**config.mk**
```make
export PLATFORM = sky130hd
export DESIGN_NAME = dual_bus_switch
export DESIGN_NICKNAME = d
export VERILOG_FILES = /design/src/rtl/dbs_pkg.sv /design/src/rtl/dbs_req_slot.sv /design/src/rtl/dbs_rr_arbiter.sv /design/src/rtl/dbs_bus_lane.sv /design/src/rtl/dual_bus_switch.sv
export SDC_FILE = /design/constraint.sdc
export NUM_CORES = 1
export LEC_CHECK = 0
export BUFFER_PORTS_ARGS = -buffer_cell sky130_fd_sc_hd__buf_2
export CELL_PAD_IN_SITES_DETAIL_PLACEMENT = 2
export CELL_PAD_IN_SITES_GLOBAL_PLACEMENT = 2
export CORE_MARGIN = 2
export CORE_UTILIZATION = 38
export CTS_BUF_LIST = sky130_fd_sc_hd__clkbuf_8
export CTS_CLUSTER_DIAMETER = 80
export DETAILED_ROUTE_END_ITERATION = 12
export MAX_ROUTING_LAYER = met4
export PLACE_DENSITY_LB_ADDON = 0.1
export SKIP_CTS_REPAIR_TIMING = 1
export SYNTH_ARGS = -nofsm -noshare
export SYNTH_HDL_FRONTEND = slang
export SYNTH_SLANG_ARGS = --single-unit
```
**constraint.sdc**
```tcl
create_clock -name clk -period 10.6 [get_ports clk]
set_input_delay 0 -clock clk [delete_from_list [all_inputs] [get_ports clk]]
set_output_delay 0 -clock clk [all_outputs]
set_load 0.01 [all_outputs]
```
**src/rtl/dbs_pkg.sv**
```systemverilog
package dbs_pkg;
  // Effective hold length: a programmed zero still occupies one cycle.
  function automatic int unsigned hold_len(input int unsigned w);
    return (w == 0) ? 1 : w;
  endfunction

  // First set bit of mask at or after start, wrapping within n; -1 if none.
  function automatic int rr_first(input logic [15:0] mask, input int start, input int n);
    int found;
    found = -1;
    for (int k = n - 1; k >= 0; k--) begin
      if (mask[(start + k) % n]) found = (start + k) % n;
    end
    return found;
  endfunction

  // Slot after idx in a ring of n.
  function automatic int ring_next(input int idx, input int n);
    return (idx + 1) % n;
  endfunction
endpackage

```
**src/rtl/dbs_req_slot.sv**
```systemverilog
module dbs_req_slot #(
  parameter int AW = 16,
  parameter int DW = 32
) (
  input  logic          clk,
  input  logic          rst_n,
  input  logic          req,
  input  logic [AW-1:0] addr_in,
  input  logic          we_in,
  input  logic [DW-1:0] wdata_in,
  input  logic          done,
  input  logic [DW-1:0] bus_rdata,
  output logic          pend,
  output logic [AW-1:0] p_addr,
  output logic          p_we,
  output logic [DW-1:0] p_wdata,
  output logic [DW-1:0] rdata,
  output logic          stall
);
  logic accept;
  assign accept = req && !pend;
  assign stall  = pend || req;

  always_ff @(posedge clk or negedge rst_n) begin
    if (!rst_n) begin
      pend    <= 1'b0;
      p_addr  <= '0;
      p_we    <= 1'b0;
      p_wdata <= '0;
      rdata   <= '0;
    end else if (done) begin
      pend <= 1'b0;
      if (!p_we) rdata <= bus_rdata;
    end else if (accept) begin
      pend    <= 1'b1;
      p_addr  <= addr_in;
      p_we    <= we_in;
      p_wdata <= wdata_in;
    end
  end

  // an outstanding request is kept until its completion
  a_r2_pending_kept: assert property (@(posedge clk) disable iff (!rst_n)
    pend && !done |=> pend && stall);
endmodule

```
**src/rtl/dbs_rr_arbiter.sv**
```systemverilog
module dbs_rr_arbiter #(
  parameter int NREQ = 4,
  parameter int NBUS = 2,
  parameter int IW   = 2
) (
  input  logic               clk,
  input  logic               rst_n,
  input  logic [NREQ-1:0]    cand,
  input  logic [NBUS-1:0]    free,
  output logic [NBUS-1:0]    gnt_v,
  output logic [NBUS*IW-1:0] gnt_idx
);
  import dbs_pkg::*;

  logic [IW-1:0] ptr, ptr_nxt;

  always_comb begin
    logic [15:0] m;
    int s;
    int idx;
    m       = 16'(cand);
    s       = int'(ptr);
    gnt_v   = '0;
    gnt_idx = '0;
    for (int b = 0; b < NBUS; b++) begin
      idx = -1;
      if (free[b]) idx = rr_first(m, s, NREQ);
      if (idx >= 0) begin
        gnt_v[b]            = 1'b1;
        gnt_idx[b*IW +: IW] = IW'(idx);
        m[idx]              = 1'b0;
        s                   = ring_next(idx, NREQ);
      end
    end
    ptr_nxt = IW'(s);
  end

  always_ff @(posedge clk or negedge rst_n) begin
    if (!rst_n) ptr <= '0;
    else        ptr <= ptr_nxt;
  end

  // the two buses are never handed to one requester together
  a_r4_distinct_owners: assert property (@(posedge clk) disable iff (!rst_n)
    gnt_v[0] && gnt_v[1] |-> gnt_idx[0 +: IW] != gnt_idx[IW +: IW]);
endmodule

```
**src/rtl/dbs_bus_lane.sv**
```systemverilog
module dbs_bus_lane #(
  parameter int AW    = 16,
  parameter int DW    = 32,
  parameter int WAITW = 4,
  parameter int IW    = 2
) (
  input  logic             clk,
  input  logic             rst_n,
  input  logic [WAITW-1:0] wait_cfg,
  input  logic             grant,
  input  logic [IW-1:0]    gidx,
  input  logic [AW-1:0]    gaddr,
  input  logic             gwe,
  input  logic [DW-1:0]    gwdata,
  output logic             busy,
  output logic             free,
  output logic             last,
  output logic [IW-1:0]    owner,
  output logic [AW-1:0]    addr,
  output logic             we,
  output logic [DW-1:0]    wdata
);
  import dbs_pkg::*;

  logic [WAITW-1:0] cnt;

  assign last = busy && (cnt == WAITW'(1));
  assign free = !busy || last;

  always_ff @(posedge clk or negedge rst_n) begin
    if (!rst_n) begin
      busy  <= 1'b0;
      cnt   <= '0;
      owner <= '0;
      addr  <= '0;
      we    <= 1'b0;
      wdata <= '0;
    end else if (grant) begin
      busy  <= 1'b1;
      cnt   <= WAITW'(hold_len(int'(wait_cfg)));
      owner <= gidx;
      addr  <= gaddr;
      we    <= gwe;
      wdata <= gwdata;
    end else if (last) begin
      busy <= 1'b0;
    end else if (busy) begin
      cnt <= cnt - WAITW'(1);
    end
  end

  // a transaction keeps its bus and its fields until the final cycle
  a_r6_hold_stable: assert property (@(posedge clk) disable iff (!rst_n)
    busy && !last |=> busy && $stable(addr) && $stable(we) && $stable(wdata) && $stable(owner));
  // a zero wait setting ends the hold after one cycle
  a_r8_zero_is_one: assert property (@(posedge clk) disable iff (!rst_n)
    grant && wait_cfg == '0 |=> last);
endmodule

```
**src/rtl/dual_bus_switch.sv**
```systemverilog
module dual_bus_switch #(
  parameter int NREQ  = 4,
  parameter int NBUS  = 2,
  parameter int AW    = 16,
  parameter int DW    = 32,
  parameter int WAITW = 4
) (
  input  logic               clk,
  input  logic               rst_n,
  input  logic [WAITW-1:0]   wait_cycles_i,
  input  logic [NREQ-1:0]    req_i,
  input  logic [NREQ-1:0]    req_we_i,
  input  logic [NREQ*AW-1:0] req_addr_i,
  input  logic [NREQ*DW-1:0] req_wdata_i,
  output logic [NREQ*DW-1:0] req_rdata_o,
  output logic [NREQ-1:0]    req_stall_o,
  output logic [NBUS-1:0]    bus_valid_o,
  output logic [NBUS-1:0]    bus_we_o,
  output logic [NBUS*AW-1:0] bus_addr_o,
  output logic [NBUS*DW-1:0] bus_wdata_o,
  input  logic [NBUS*DW-1:0] bus_rdata_i
);
  localparam int IW = (NREQ > 1) ? $clog2(NREQ) : 1;

  logic [NREQ-1:0]    pend, onbus, done, cand;
  logic [AW-1:0]      p_addr  [NREQ];
  logic               p_we    [NREQ];
  logic [DW-1:0]      p_wdata [NREQ];
  logic [DW-1:0]      rd_sel  [NREQ];
  logic [NBUS-1:0]    busy, free, last, gnt_v;
  logic [IW-1:0]      owner   [NBUS];
  logic [NBUS*IW-1:0] gnt_idx;

  // Which requesters sit on a bus, which finish now, and their read data.
  always_comb begin
    onbus = '0;
    done  = '0;
    for (int i = 0; i < NREQ; i++) rd_sel[i] = '0;
    for (int b = 0; b < NBUS; b++) begin
      if (busy[b]) onbus[owner[b]] = 1'b1;
      if (last[b]) begin
        done[owner[b]]   = 1'b1;
        rd_sel[owner[b]] = bus_rdata_i[b*DW +: DW];
      end
    end
  end

  assign cand = pend & ~onbus;

  for (genvar i = 0; i < NREQ; i++) begin : g_slot
    dbs_req_slot #(.AW(AW), .DW(DW)) u_slot (
      .clk       (clk),
      .rst_n     (rst_n),
      .req       (req_i[i]),
      .addr_in   (req_addr_i[i*AW +: AW]),
      .we_in     (req_we_i[i]),
      .wdata_in  (req_wdata_i[i*DW +: DW]),
      .done      (done[i]),
      .bus_rdata (rd_sel[i]),
      .pend      (pend[i]),
      .p_addr    (p_addr[i]),
      .p_we      (p_we[i]),
      .p_wdata   (p_wdata[i]),
      .rdata     (req_rdata_o[i*DW +: DW]),
      .stall     (req_stall_o[i])
    );
  end

  dbs_rr_arbiter #(.NREQ(NREQ), .NBUS(NBUS), .IW(IW)) u_arb (
    .clk     (clk),
    .rst_n   (rst_n),
    .cand    (cand),
    .free    (free),
    .gnt_v   (gnt_v),
    .gnt_idx (gnt_idx)
  );

  for (genvar b = 0; b < NBUS; b++) begin : g_lane
    logic [IW-1:0] gi;
    assign gi = gnt_idx[b*IW +: IW];

    dbs_bus_lane #(.AW(AW), .DW(DW), .WAITW(WAITW), .IW(IW)) u_lane (
      .clk      (clk),
      .rst_n    (rst_n),
      .wait_cfg (wait_cycles_i),
      .grant    (gnt_v[b]),
      .gidx     (gi),
      .gaddr    (p_addr[gi]),
      .gwe      (p_we[gi]),
      .gwdata   (p_wdata[gi]),
      .busy     (busy[b]),
      .free     (free[b]),
      .last     (last[b]),
      .owner    (owner[b]),
      .addr     (bus_addr_o[b*AW +: AW]),
      .we       (bus_we_o[b]),
      .wdata    (bus_wdata_o[b*DW +: DW])
    );

    // only a latched, not yet served request may be granted
    a_r3_grant_pending: assert property (@(posedge clk) disable iff (!rst_n)
      gnt_v[b] |-> pend[gi] && !onbus[gi]);
    // a grant lands only on a bus that is idle or in its last cycle
    a_r9_grant_free_bus: assert property (@(posedge clk) disable iff (!rst_n)
      gnt_v[b] |-> !busy[b] || last[b]);
  end

  assign bus_valid_o = busy;
endmodule

```
# == Word-level counts from Yosys, hierarchy flattened ==
# Cells that the tools add are included.
# word_totals
regBits,442
inputBits,270
out_inout_bits,232
wordCells,240
# classes
add_sub_neg,10
magnitude_cmp,22
eq_ne,4
muxes,94
n_bitwise,27
n_reduce_logical,50
# ops
op,n
$mux W32,17
$mux W128,2
$and A128 B128 Y128,1
$bmux W32 S2,2
$bwmux W128,1
$demux W32 S2,2
$add A32 B2 Y32 const B,3
$ge A32 B1 Y1 const B,3
$mux W16,5
$add A32 B3 Y32 const B,2
$bmux W16 S2,2
$mux W4,11
$lt A3 B6 Y1 const B,7
$mux W1,36
$lt A32 B6 Y1 const B,1
$bmux W1 S3,7
$reduce_and A2 Y1,10
$and A4 B16 Y16,1
$not A16 Y16,1
$reduce_bool A2 Y1,8
$reduce_or A2 Y1,8
$ge A3 B3 Y1 const B,4
$not A2 Y3,4
$logic_and A1 B1 Y1,11
22 further kinds,58

# == Longest topological paths before layout ==
# Gate-level depths: netlist of the first run.
# depth
depth_word,38
mapped_depth,20
depth_no_buf,16

# == By module ==
# From an unflattened synthesis of the first run, not the netlist that was laid out.
# hier_totals
cells_unflattened,1581
hier_area_um2,22479.1
# by_module_without_submodules
module,instances,cells_each,area_per_inst_um2,seq_area_each_um2
dbs_req_slot,4,176,3056.7,2052.0
dual_bus_switch,1,510,5221.3,0.0
dbs_bus_lane,2,140,2179.6,1401.3
dbs_rr_arbiter,1,87,671.9,50.0

# == Worst setup path after synthesis of the first run ==
# OpenSTA, ideal clock, no wires.
# synth_timing
path_kind,flip-flop to flip-flop
start,register g_lane[0].u_lane.busy
end,register g_lane[1].u_lane.addr[1]
setup_ns,0.123
arrival_time_ns,4.471
setup_slack_ns,6.007
stages_incl_launch_ff,19
n_path_buf,4
path_cell_list,dfrtp_1 > buf_4 > or3b_1 > and3_1 > buf_6 > nor2_8 > a311oi_1 > clkbuf_1 > nand2_1 > ha_1 > mux2i_4 > ha_1 > a311oi_1 > o21ai_1 > a211oi_1 > nor4_4 > buf_2 > mux2_2 > o221a_2
# synth_between
elab_chain_cells,34
# synth_lines
element,line,text
from (decl),dbs_bus_lane.sv:15,"output logic busy,"
from (signal assigned),dbs_bus_lane.sv:32,busy <= 1'b0;
from (signal assigned),dbs_bus_lane.sv:39,busy <= 1'b1;
from (signal assigned),dbs_bus_lane.sv:46,busy <= 1'b0;
"parallel branches: the longest is 26 deep, another holds $mux W32",n/a,
$mux W32 (*),dbs_pkg.sv:12,if (mask[(start + k) % n]) found = (start + k) % n;
$mux W32 (*),dbs_rr_arbiter.sv:27,"if (free[b]) idx = rr_first(m, s, NREQ);"
$ge A32 B1 Y1,dbs_rr_arbiter.sv:28,if (idx >= 0) begin
$mux W2,dbs_rr_arbiter.sv:28,
$not A2 Y3 (implied by the code),dual_bus_switch.sv:88,".gaddr (p_addr[gi]),"
$bmux W16 S2,dual_bus_switch.sv:88,
$mux W16 (implied by the code) (2 in series),dual_bus_switch.sv:88,
to (signal assigned),dbs_bus_lane.sv:42,addr <= gaddr;
to (decl),dbs_bus_lane.sv:19,"output logic [AW-1:0] addr,"
# Mark *: on every way between the ends. The select of a mux whose other input is x is not followed.
# A chain may end at the register's enable or synchronous reset.

# == Worst setup path in the final report of the first run ==
# layout_timing
start,register g_lane[1].u_lane.busy
end,register g_lane[1].u_lane.wdata[1]
# layout_between
elab_chain_cells,32
# layout_lines
element,line,text
from (decl),dbs_bus_lane.sv:15,
from (signal assigned),dbs_bus_lane.sv:32,
from (signal assigned),dbs_bus_lane.sv:39,
from (signal assigned),dbs_bus_lane.sv:46,
"parallel branches: the longest is 25 deep, another holds $add A32 B2 Y32",n/a,
$mux W32 (*),dbs_rr_arbiter.sv:27,
$ge A32 B1 Y1,dbs_rr_arbiter.sv:28,
$mux W2,dbs_rr_arbiter.sv:28,
$not A2 Y3 (implied by the code),dual_bus_switch.sv:90,".gwdata (p_wdata[gi]),"
$bmux W32 S2,dual_bus_switch.sv:90,
$mux W32 (implied by the code) (2 in series),dual_bus_switch.sv:90,
to (signal assigned),dbs_bus_lane.sv:44,wdata <= gwdata;
to (decl),dbs_bus_lane.sv:21,output logic [DW-1:0] wdata
# Marked as above.

==> results of run 1 <==
[state kept, by name (all words and copies together) (netlist names)]
| register | flops |
|---|---|
| g_lane.u_lane.wdata | 64 |
| g_lane.u_lane.busy | 2 |
| g_slot.u_slot.pend | 4 |
| g_lane.u_lane.owner | 4 |
| g_lane.u_lane.we | 2 |
| g_slot.u_slot.rdata | 128 |
| g_slot.u_slot.p_we | 4 |
| u_arb.ptr | 2 |
| g_slot.u_slot.p_wdata | 128 |
| g_lane.u_lane.cnt | 8 |
| g_slot.u_slot.p_addr | 64 |
| g_lane.u_lane.addr | 32 |
[path summary, 6_finish.rpt]
check	startpoint	endpoint	slack, ns	cells past startpoint
max in group asynchronous	rst_n	g_slot[2].u_slot.p_wdata[10]$_DFFE_PN0P_	8.44	4
setup / recovery	g_lane[1].u_lane.busy$_DFFE_PN0P_	g_lane[1].u_lane.wdata[1]$_DFFE_PN0N_	4.23	16
setup reg to reg	g_lane[1].u_lane.busy$_DFFE_PN0P_	g_lane[1].u_lane.wdata[1]$_DFFE_PN0N_	4.23	16
hold / removal	rst_n	g_lane[1].u_lane.addr[5]$_DFFE_PN0N_	-0.06	2
min in group clk	req_wdata_i[72]	g_slot[2].u_slot.p_wdata[8]$_DFFE_PN0P_	0.10	3
hold reg to reg	g_lane[0].u_lane.wdata[17]$_DFFE_PN0N_	g_lane[0].u_lane.wdata[17]$_DFFE_PN0N_	0.48	2
[power groups by stage]
stage	Clock, mW	Sequential, mW	Combinational [mW]
floorplan	0	3.06	2.97
detailed placement	0	3.08	4.70
global placement	0	3.03	4.54
finish	1.65	3.16	5.09
CTS	1.64	3.07	4.72
global route	1.74	3.25	5.41
[cell type report]
type | instances | area [sq um] | area share [%]
antenna | 24 | 60.1 | 0.208
clock buffer | 98 | 1350 | 4.68
clock inverter | 36 | 174 | 0.603
inverter | 11 | 41.3 | 0.143
multi-input combinational | 1320 | 9450 | 32.8
sequential | 442 | 11100 | 38.4
tap | 748 | 936 | 3.25
timing repair buffer | 832 | 5770 | 20.0
[cell families (layout without fill, tap and decap cells)]
family / count (synthesis) / after routing / share of synthesized area (%)
AND/OR/NAND/NOR: 541 / 541 / 11.0
flip-flops: 442 / 442 / 52.5
multiplexers: 433 / 433 / 22.1
AO/OA/AOI/OAI: 338 / 338 / 10.9
buffers and inverters: 153 / 977 / 3.09
adder cells (fa/ha/maj): 8 / 8 / 0.452
other: 0 / 24 / 0
[layer usage]
metal,vias up,wire length (microns),GRT usage (%)
met5,-,0,-
met4,0,4000,10.5
met3,246,5260,7.17
met2,729,52500,48.4
met1,10300,39500,35.3
li1,8414,-,-
[cells in the final DEF (no fill, tap or decap), types with 3 or more instances in the layout]
cell type / n
o221a_2: 35
or2_2: 4
nor2b_1: 5
nand4_1: 9
a311oi_1: 3
nor2_4: 3
a211oi_1: 14
buf_2: 500
mux2i_1: 184
nor3_1: 9
or3b_1: 3
inv_1: 39
clkbuf_8: 98
dfrtp_1: 442
nor3b_2: 3
o21ai_0: 70
and3_1: 4
nand2_2: 3
diode_2: 24
a21oi_1: 141
nand3b_1: 5
buf_4: 28
nor2b_4: 3
mux2_2: 247
nand2b_1: 3
nor2_1: 240
ha_1: 6
and2_1: 4
nand2_1: 174
clkinv_2: 4
o221ai_1: 48
nand3_1: 58
dlygate4sd3_1: 302
[stage by stage]
stage / instance area [sq um] / worst slack, ns / std cells / power [mW]
final: 28800 / 4.23 / 3511 / 9.91
after global routing: 28800 / 3.94 / 3511 / 10.4
after CTS: 25800 / 4.43 / 3185 / 9.43
after detailed placement: 24200 / 4.44 / 3051 / 7.77
after global placement: 24200 / 4.69 / 3051 / 7.56
after floorplan: 21100 / 6.01 / 1915 / 6.03
==> impl_metrics.xml, run 1 <==
<?xml version="1.0" encoding="UTF-8"?>
<metrics>
  <group name="power">
    <metric name="vdd.ir_drop.worst" unit="uV">313</metric>
    <metric name="net-switching-power" unit="mW">4.56</metric>
    <metric name="cellPowerDensity" unit="nW/um^2">343</metric>
    <metric name="p_leak" unit="nW">13.5</metric>
    <metric name="power.clock.fraction" unit="%">16.7</metric>
    <metric name="power_frac_seq" unit="%">32.0</metric>
    <metric name="netSwitchingFraction" unit="%">46.0</metric>
    <metric name="power.share.combinational" unit="%">51.3</metric>
    <metric name="p_int" unit="mW">5.35</metric>
  </group>
  <group name="finish">
    <metric name="nets" unit="">2964</metric>
    <metric name="filler_cells" unit="">5470</metric>
    <metric name="fraction_of_layout_cells_with_a_size_suffix_above_1" unit="%">34.8</metric>
    <metric name="final_core_utilization" unit="%">52.4</metric>
    <metric name="area.growth.synth_to_final" unit="%">37.0</metric>
  </group>
  <group name="worst_setup_path">
    <metric name="timing.critical_path.buf_inv" unit="">3</metric>
    <metric name="worstPathMaxFanout" unit="">45</metric>
    <metric name="critical_path.cell_chain" unit="">nand3b_1, nand3_1, o21ai_0, a311oi_4, buf_4, nand2_1, ha_1, mux2i_4, ha_1, a311oi_1, nor3_1, nor4_4, buf_4, buf_4, mux2_2, o221a_2</metric>
    <metric name="crit_family" unit="">buffers and inverters</metric>
    <metric name="critical_path.endpoint_type" unit="">register</metric>
    <metric name="crit_slowest_cell" unit="">buf_4</metric>
    <metric name="setup_crit_start_kind" unit="">register</metric>
    <metric name="crit_path_frequent_cell" unit="">buf_4</metric>
    <metric name="critPathArrivalTime" unit="ns">6.92</metric>
    <metric name="critical_path.max_stage_delay" unit="ns">0.71</metric>
    <metric name="worstSetupPathType" unit="">reg2reg</metric>
    <metric name="required" unit="ns">11.15</metric>
  </group>
  <group name="timing">
    <metric name="final_slew_viol_count" unit="">0</metric>
    <metric name="post-route-period-util" unit="%">60.1</metric>
    <metric name="final_period_minus_worst_setup_slack" unit="ns">6.37</metric>
    <metric name="tightestPinTransition" unit="ns">1.30</metric>
    <metric name="clock_skew" unit="ns">0.0435</metric>
    <metric name="maxSlewHeadroom" unit="%">13.5</metric>
    <metric name="setup_viol" unit="">0</metric>
    <metric name="unrepaired_setup_endpoints_after_global_routing" unit="">no</metric>
    <metric name="finalSetupTns" unit="ns">0</metric>
    <metric name="maxClockFrequency" unit="MHz">157</metric>
    <metric name="hold-worst-slack" unit="ns">-0.0611</metric>
    <metric name="hold_viol_final" unit="">14</metric>
  </group>
  <group name="cts">
    <metric name="clk_root_buffer_cell" unit="">clkbuf_8</metric>
    <metric name="cts.path.max_buffers" unit="">3</metric>
    <metric name="clkLatencyLatePin" unit="ns">0.68</metric>
    <metric name="ctsHtreeMaxLevel" unit="">3</metric>
    <metric name="clock_sinks" unit="">442</metric>
    <metric name="numCtsBuffers" unit="">81</metric>
    <metric name="worst_setup_hold_path_clk_slew" unit="ns">0.06</metric>
    <metric name="tritoncts" unit="">yes</metric>
  </group>
  <group name="detailed_routing">
    <metric name="drc" unit="">0</metric>
    <metric name="vias" unit="">19700</metric>
    <metric name="first_pass_iters" unit="">4</metric>
    <metric name="route.detailed.vias_per_inst" unit="">5.60</metric>
    <metric name="post_drt_wl_per_cell" unit="microns">28.9</metric>
    <metric name="routed_wl" unit="microns">101000</metric>
    <metric name="drt.antenna.violating_nets" unit="">0</metric>
    <metric name="detailedRoute.firstIterationViolations" unit="">1076</metric>
  </group>
  <group name="global_route">
    <metric name="antenna_found_initial" unit="">21</metric>
    <metric name="grt_overflow_total" unit="">0</metric>
    <metric name="first_pass_grt_wire_length" unit="microns">123000</metric>
    <metric name="grt_max_degree" unit="">132</metric>
    <metric name="grt_pass1_vias" unit="">19700</metric>
    <metric name="groute.usage.overall" unit="%">29.5</metric>
  </group>
  <group name="placed_design">
    <metric name="placement.io_buffers" unit="">501</metric>
    <metric name="finalWeightedCongestion" unit="">0.822</metric>
    <metric name="detailed_place_hpwl" unit="microns">54700</metric>
  </group>
  <group name="die">
    <metric name="top_level_ports" unit="">502</metric>
    <metric name="floorplan.core_area" unit="sq um">55000</metric>
    <metric name="placement_rows" unit="">86</metric>
    <metric name="die_area" unit="sq um">57300</metric>
    <metric name="width_of_the_die" unit="microns">239</metric>
    <metric name="start_util" unit="%">38.3</metric>
    <metric name="die_height" unit="microns">239</metric>
  </group>
  <group name="hold_path">
    <metric name="min_path_type" unit="">in2async</metric>
  </group>
  <group name="yosys">
    <metric name="synthesis.yosys.warnings" unit="">0</metric>
    <metric name="synth_largest_area_cell" unit="">dfrtp_1</metric>
    <metric name="synthesis.nets" unit="">2191</metric>
    <metric name="yosys.cell_count.top_type" unit="">dfrtp_1</metric>
    <metric name="ys_types" unit="">59</metric>
    <metric name="async_reset_ff_share" unit="%">100</metric>
    <metric name="synth.top_cells.by_area" unit="">dfrtp_1, mux2_2, mux2i_1</metric>
    <metric name="avgSynthCellArea" unit="sq um">11.0</metric>
    <metric name="synth_ff_type" unit="">dfrtp_1</metric>
    <metric name="area_fraction_of_the_dominant_cell_type_after_synthesis" unit="%">52.5</metric>
    <metric name="synth.cell_area" unit="sq um">21100</metric>
    <metric name="postSynthCellCount" unit="">1915</metric>
    <metric name="synth_commonest_cells" unit="">dfrtp_1, mux2_2, nor2_1</metric>
    <metric name="postSynthRegisterBits" unit="">442</metric>
    <metric name="ys_seq_area_share" unit="%">52.5</metric>
    <metric name="synth_edf_count" unit="">0</metric>
  </group>
  <group name="status">
    <metric name="violated_checks" unit="">hold timing</metric>
    <metric name="run_status" unit="">complete, but fails checks</metric>
  </group>
  <group name="job">
    <metric name="maxCapViolations" unit="">0</metric>
  </group>
</metrics>
Note: power is estimated with default switching activity, not from simulation.
==> run 2, diff against run 1 <==
--- a/config.mk
+++ b/config.mk
@@ -9,7 +9,7 @@
 export CELL_PAD_IN_SITES_DETAIL_PLACEMENT = 2
 export CELL_PAD_IN_SITES_GLOBAL_PLACEMENT = 2
 export CORE_MARGIN = 2
-export CORE_UTILIZATION = 38
+export CORE_UTILIZATION = 35
 export CTS_BUF_LIST = sky130_fd_sc_hd__clkbuf_8
 export CTS_CLUSTER_DIAMETER = 80
 export DETAILED_ROUTE_END_ITERATION = 12
==> constraint.sdc (replaced) <==
create_clock -name clk -period 6.39 [get_ports clk]
set_input_delay 0 -clock clk [delete_from_list [all_inputs] [get_ports clk]]
set_output_delay 0 -clock clk [all_outputs]
set_load 0.01 [all_outputs]
==> run 2 against run 1 <==
  * The run still ends with hold timing left
  * Fmax is 26% higher
  * Sequential cell count stayed put
  * Worst hold slack better by 0.029 ns
  * Count of clock-buffer cells in the layout is 10 higher
  * Final area is 0.80% higher
  * Sequential share of layout area is 0.30 points lower
  * Total power is 65% higher
  * Critical path depth stayed put
  * Combinational power is 62% higher
  * Clock power is 77% higher
  * Sequential power is 64% higher
  * Via count is 1.7% lower
  * Critical path type unchanged
==> impl_metrics.xml, run 2 (same netlist as run 1, synthesis figures left out) <==
<?xml version="1.0" encoding="UTF-8"?>
<metrics>
  <group name="die">
    <metric name="placement_rows" unit="">89</metric>
    <metric name="start_util" unit="%">35.5</metric>
    <metric name="top_level_ports" unit="">502</metric>
    <metric name="die_area" unit="sq um">62100</metric>
    <metric name="width_of_the_die" unit="microns">249</metric>
    <metric name="die_height" unit="microns">249</metric>
    <metric name="floorplan.core_area" unit="sq um">59200</metric>
  </group>
  <group name="cts">
    <metric name="numCtsBuffers" unit="">84</metric>
    <metric name="ctsHtreeMaxLevel" unit="">3</metric>
    <metric name="cts.path.max_buffers" unit="">3</metric>
    <metric name="clk_root_buffer_cell" unit="">clkbuf_8</metric>
    <metric name="worst_setup_hold_path_clk_slew" unit="ns">0.07</metric>
    <metric name="clock_sinks" unit="">442</metric>
    <metric name="clkLatencyLatePin" unit="ns">0.68</metric>
    <metric name="tritoncts" unit="">yes</metric>
  </group>
  <group name="global_route">
    <metric name="first_pass_grt_wire_length" unit="microns">127000</metric>
    <metric name="grtUsageMet3" unit="%">7.43</metric>
    <metric name="groute.layer.met2.usage" unit="%">44.3</metric>
    <metric name="grt_max_degree" unit="">152</metric>
    <metric name="groute.usage.overall" unit="%">27.4</metric>
    <metric name="grt_overflow_total" unit="">0</metric>
    <metric name="gr-usage-met1" unit="%">32.8</metric>
    <metric name="top_usage_layer" unit="">met2</metric>
    <metric name="grt_pass1_vias" unit="">19800</metric>
    <metric name="antenna_found_initial" unit="">12</metric>
  </group>
  <group name="detailed_routing">
    <metric name="detailedRoute.firstIterationViolations" unit="">1088</metric>
    <metric name="routed_wl" unit="microns">95500</metric>
    <metric name="drc" unit="">0</metric>
    <metric name="route.detailed.vias_per_inst" unit="">5.46</metric>
    <metric name="vias" unit="">19300</metric>
    <metric name="first_pass_iters" unit="">5</metric>
    <metric name="post_drt_wl_per_cell" unit="microns">27.0</metric>
    <metric name="drt.antenna.violating_nets" unit="">0</metric>
  </group>
  <group name="finish">
    <metric name="fraction_of_layout_cells_with_a_size_suffix_above_1" unit="%">35.0</metric>
    <metric name="most-common-layout-cells" unit="">buf_2, dfrtp_1, dlygate4sd3_1, mux2_2, nor2_1</metric>
    <metric name="area.growth.synth_to_final" unit="%">38.0</metric>
    <metric name="most_common_cell_after_layout_fill_and_taps_aside" unit="">buf_2</metric>
    <metric name="design_area" unit="sq um">29100</metric>
    <metric name="nets" unit="">2969</metric>
    <metric name="finalNonFillerCells" unit="">3543</metric>
    <metric name="registers_with_the_most_flip_flops" unit="">g_slot.u_slot.p_wdata: 128 flops, g_slot.u_slot.rdata: 128 flops</metric>
  </group>
  <group name="worst_setup_path">
    <metric name="required" unit="ns">6.95</metric>
    <metric name="worstSetupPathType" unit="">reg2reg</metric>
    <metric name="crit_path_frequent_cell" unit="">ha_1</metric>
    <metric name="critical_path.max_stage_delay" unit="ns">0.83</metric>
    <metric name="critical_path.endpoint_type" unit="">register</metric>
    <metric name="setup_crit_start_kind" unit="">register</metric>
    <metric name="worstPathMaxFanout" unit="">50</metric>
    <metric name="crit_slowest_cell" unit="">a2111o_2</metric>
    <metric name="critical_path.cell_chain" unit="">or3b_1, and3_1, o211ai_2, nand3_2, nand2_1, ha_1, mux2i_4, ha_1, inv_1, a211oi_1, o21a_1, a2111o_2, buf_12, nor2_1, mux2i_1, o221a_2</metric>
    <metric name="critPathArrivalTime" unit="ns">5.62</metric>
  </group>
  <group name="power">
    <metric name="vdd.ir_drop.worst" unit="uV">649</metric>
    <metric name="p_leak" unit="nW">13.6</metric>
    <metric name="cellPowerDensity" unit="nW/um^2">562</metric>
  </group>
  <group name="hold_path">
    <metric name="min_path_type" unit="">in2async</metric>
  </group>
  <group name="placed_design">
    <metric name="preCtsSetupSlack" unit="ns">1.42</metric>
    <metric name="finalWeightedCongestion" unit="">0.840</metric>
    <metric name="placed_cell_area" unit="sq um">24300</metric>
    <metric name="placement.io_buffers" unit="">501</metric>
    <metric name="dpl.cell_count" unit="">3078</metric>
    <metric name="detailed_place_hpwl" unit="microns">55400</metric>
  </group>
  <group name="timing">
    <metric name="unrepaired_setup_endpoints_after_global_routing" unit="">no</metric>
    <metric name="worst_slack" unit="ns">1.33</metric>
    <metric name="final_period_minus_worst_setup_slack" unit="ns">5.06</metric>
    <metric name="clock_skew" unit="ns">0.0361</metric>
    <metric name="tightestPinTransition" unit="ns">1.07</metric>
    <metric name="final_slew_viol_count" unit="">0</metric>
    <metric name="hold-worst-slack" unit="ns">-0.0320</metric>
    <metric name="maxClockFrequency" unit="MHz">198</metric>
    <metric name="maxSlewHeadroom" unit="%">28.4</metric>
    <metric name="setup_viol" unit="">0</metric>
    <metric name="post-route-period-util" unit="%">79.2</metric>
    <metric name="hold_viol_final" unit="">4</metric>
    <metric name="finalSetupTns" unit="ns">0</metric>
  </group>
  <group name="status">
    <metric name="violated_checks" unit="">hold timing</metric>
    <metric name="run_status" unit="">complete, but fails checks</metric>
  </group>
  <group name="job">
    <metric name="maxCapViolations" unit="">0</metric>
  </group>
</metrics>
run 2: cell count changes in the layout (fill, tap and decap cells not counted):
cell,change
diode_2,-12
clkbuf_8,+10
inv_1,+5
buf_12,+2
clkinv_2,+2
bufinv_16,+1
clkinvlp_4,-1
run 2: path summary, 6_finish.rpt:
kind                                                        start                                 endpoint  slack (ns)  cells past startpoint
setup / recovery                g_lane[1].u_lane.busy$_DFFE_PN0P_    g_lane[1].u_lane.wdata[0]$_DFFE_PN0N_        1.33                     16
hold / removal                                              rst_n     g_lane[0].u_lane.addr[5]$_DFFE_PN0N_       -0.03                      2
setup reg to reg                g_lane[1].u_lane.busy$_DFFE_PN0P_    g_lane[1].u_lane.wdata[0]$_DFFE_PN0N_        1.33                     16
hold reg to reg            g_lane[0].u_lane.wdata[18]$_DFFE_PN0N_   g_lane[0].u_lane.wdata[18]$_DFFE_PN0N_        0.47                      2
max in group asynchronous                                   rst_n   g_slot[0].u_slot.rdata[30]$_DFFE_PN0P_        4.83                      3
min in group clk                                  req_wdata_i[41]  g_slot[1].u_slot.p_wdata[9]$_DFFE_PN0P_        0.09                      3
run 2: final cells by class:
type / count / area, sq um
Clock buffer: 108 / 1490
Tap cell: 773 / 967
Timing Repair Buffer: 834 / 5810
Antenna cell: 12 / 30.0
Multi-Input combinational cell: 1320 / 9450
Fill cell: 6044 / 30200
Inverter: 11 / 41.3
Sequential cell: 442 / 11100
Clock inverter: 43 / 225
run 2: per-layer routing:
| layer | part of all wire (%) | routed length (microns) |
|---|---|---|
| met1 | 41 | 39000 |
| met2 | 51 | 49000 |
| met3 | 4.7 | 4520 |
| met4 | 3.2 | 3010 |
| met5 | 0 | 0 |
run 2: per-stage QoR:
step / util (%) / total power, mW / hold WS (ns)
6_report: 49.1 / 16.3 / -0.0320
3_5_place_dp: 41.0 / 13.0 / 0.123
4_1_cts: 43.9 / 15.9 / -0.617
2_1_floorplan: - / 10.0 / -0.296
5_1_grt: 49.1 / 17.3 / 0.0198
3_3_place_gp: 41.0 / 12.7 / 0.110
run 2: power breakdown:
part | switching (mW) | internal [mW] | leakage (nW)
Sequential | 1.08 | 4.09 | 5.09
Combinational | 4.86 | 3.38 | 7.55
Clock | 1.33 | 1.59 | 1.01
Total | 7.28 | 9.06 | 13.6
run 2: critical path, delay by kind of cell, from the launching register on:
kind / cells / cell delay [ns]
AND/OR/NAND/NOR: 5 / 1.46
multiplexers: 2 / 0.33
adder cells (fa/ha/maj): 2 / 0.56
flip-flops: 1 / 0.53
buffers and inverters: 2 / 0.49
AO/OA/AOI/OAI: 5 / 1.55
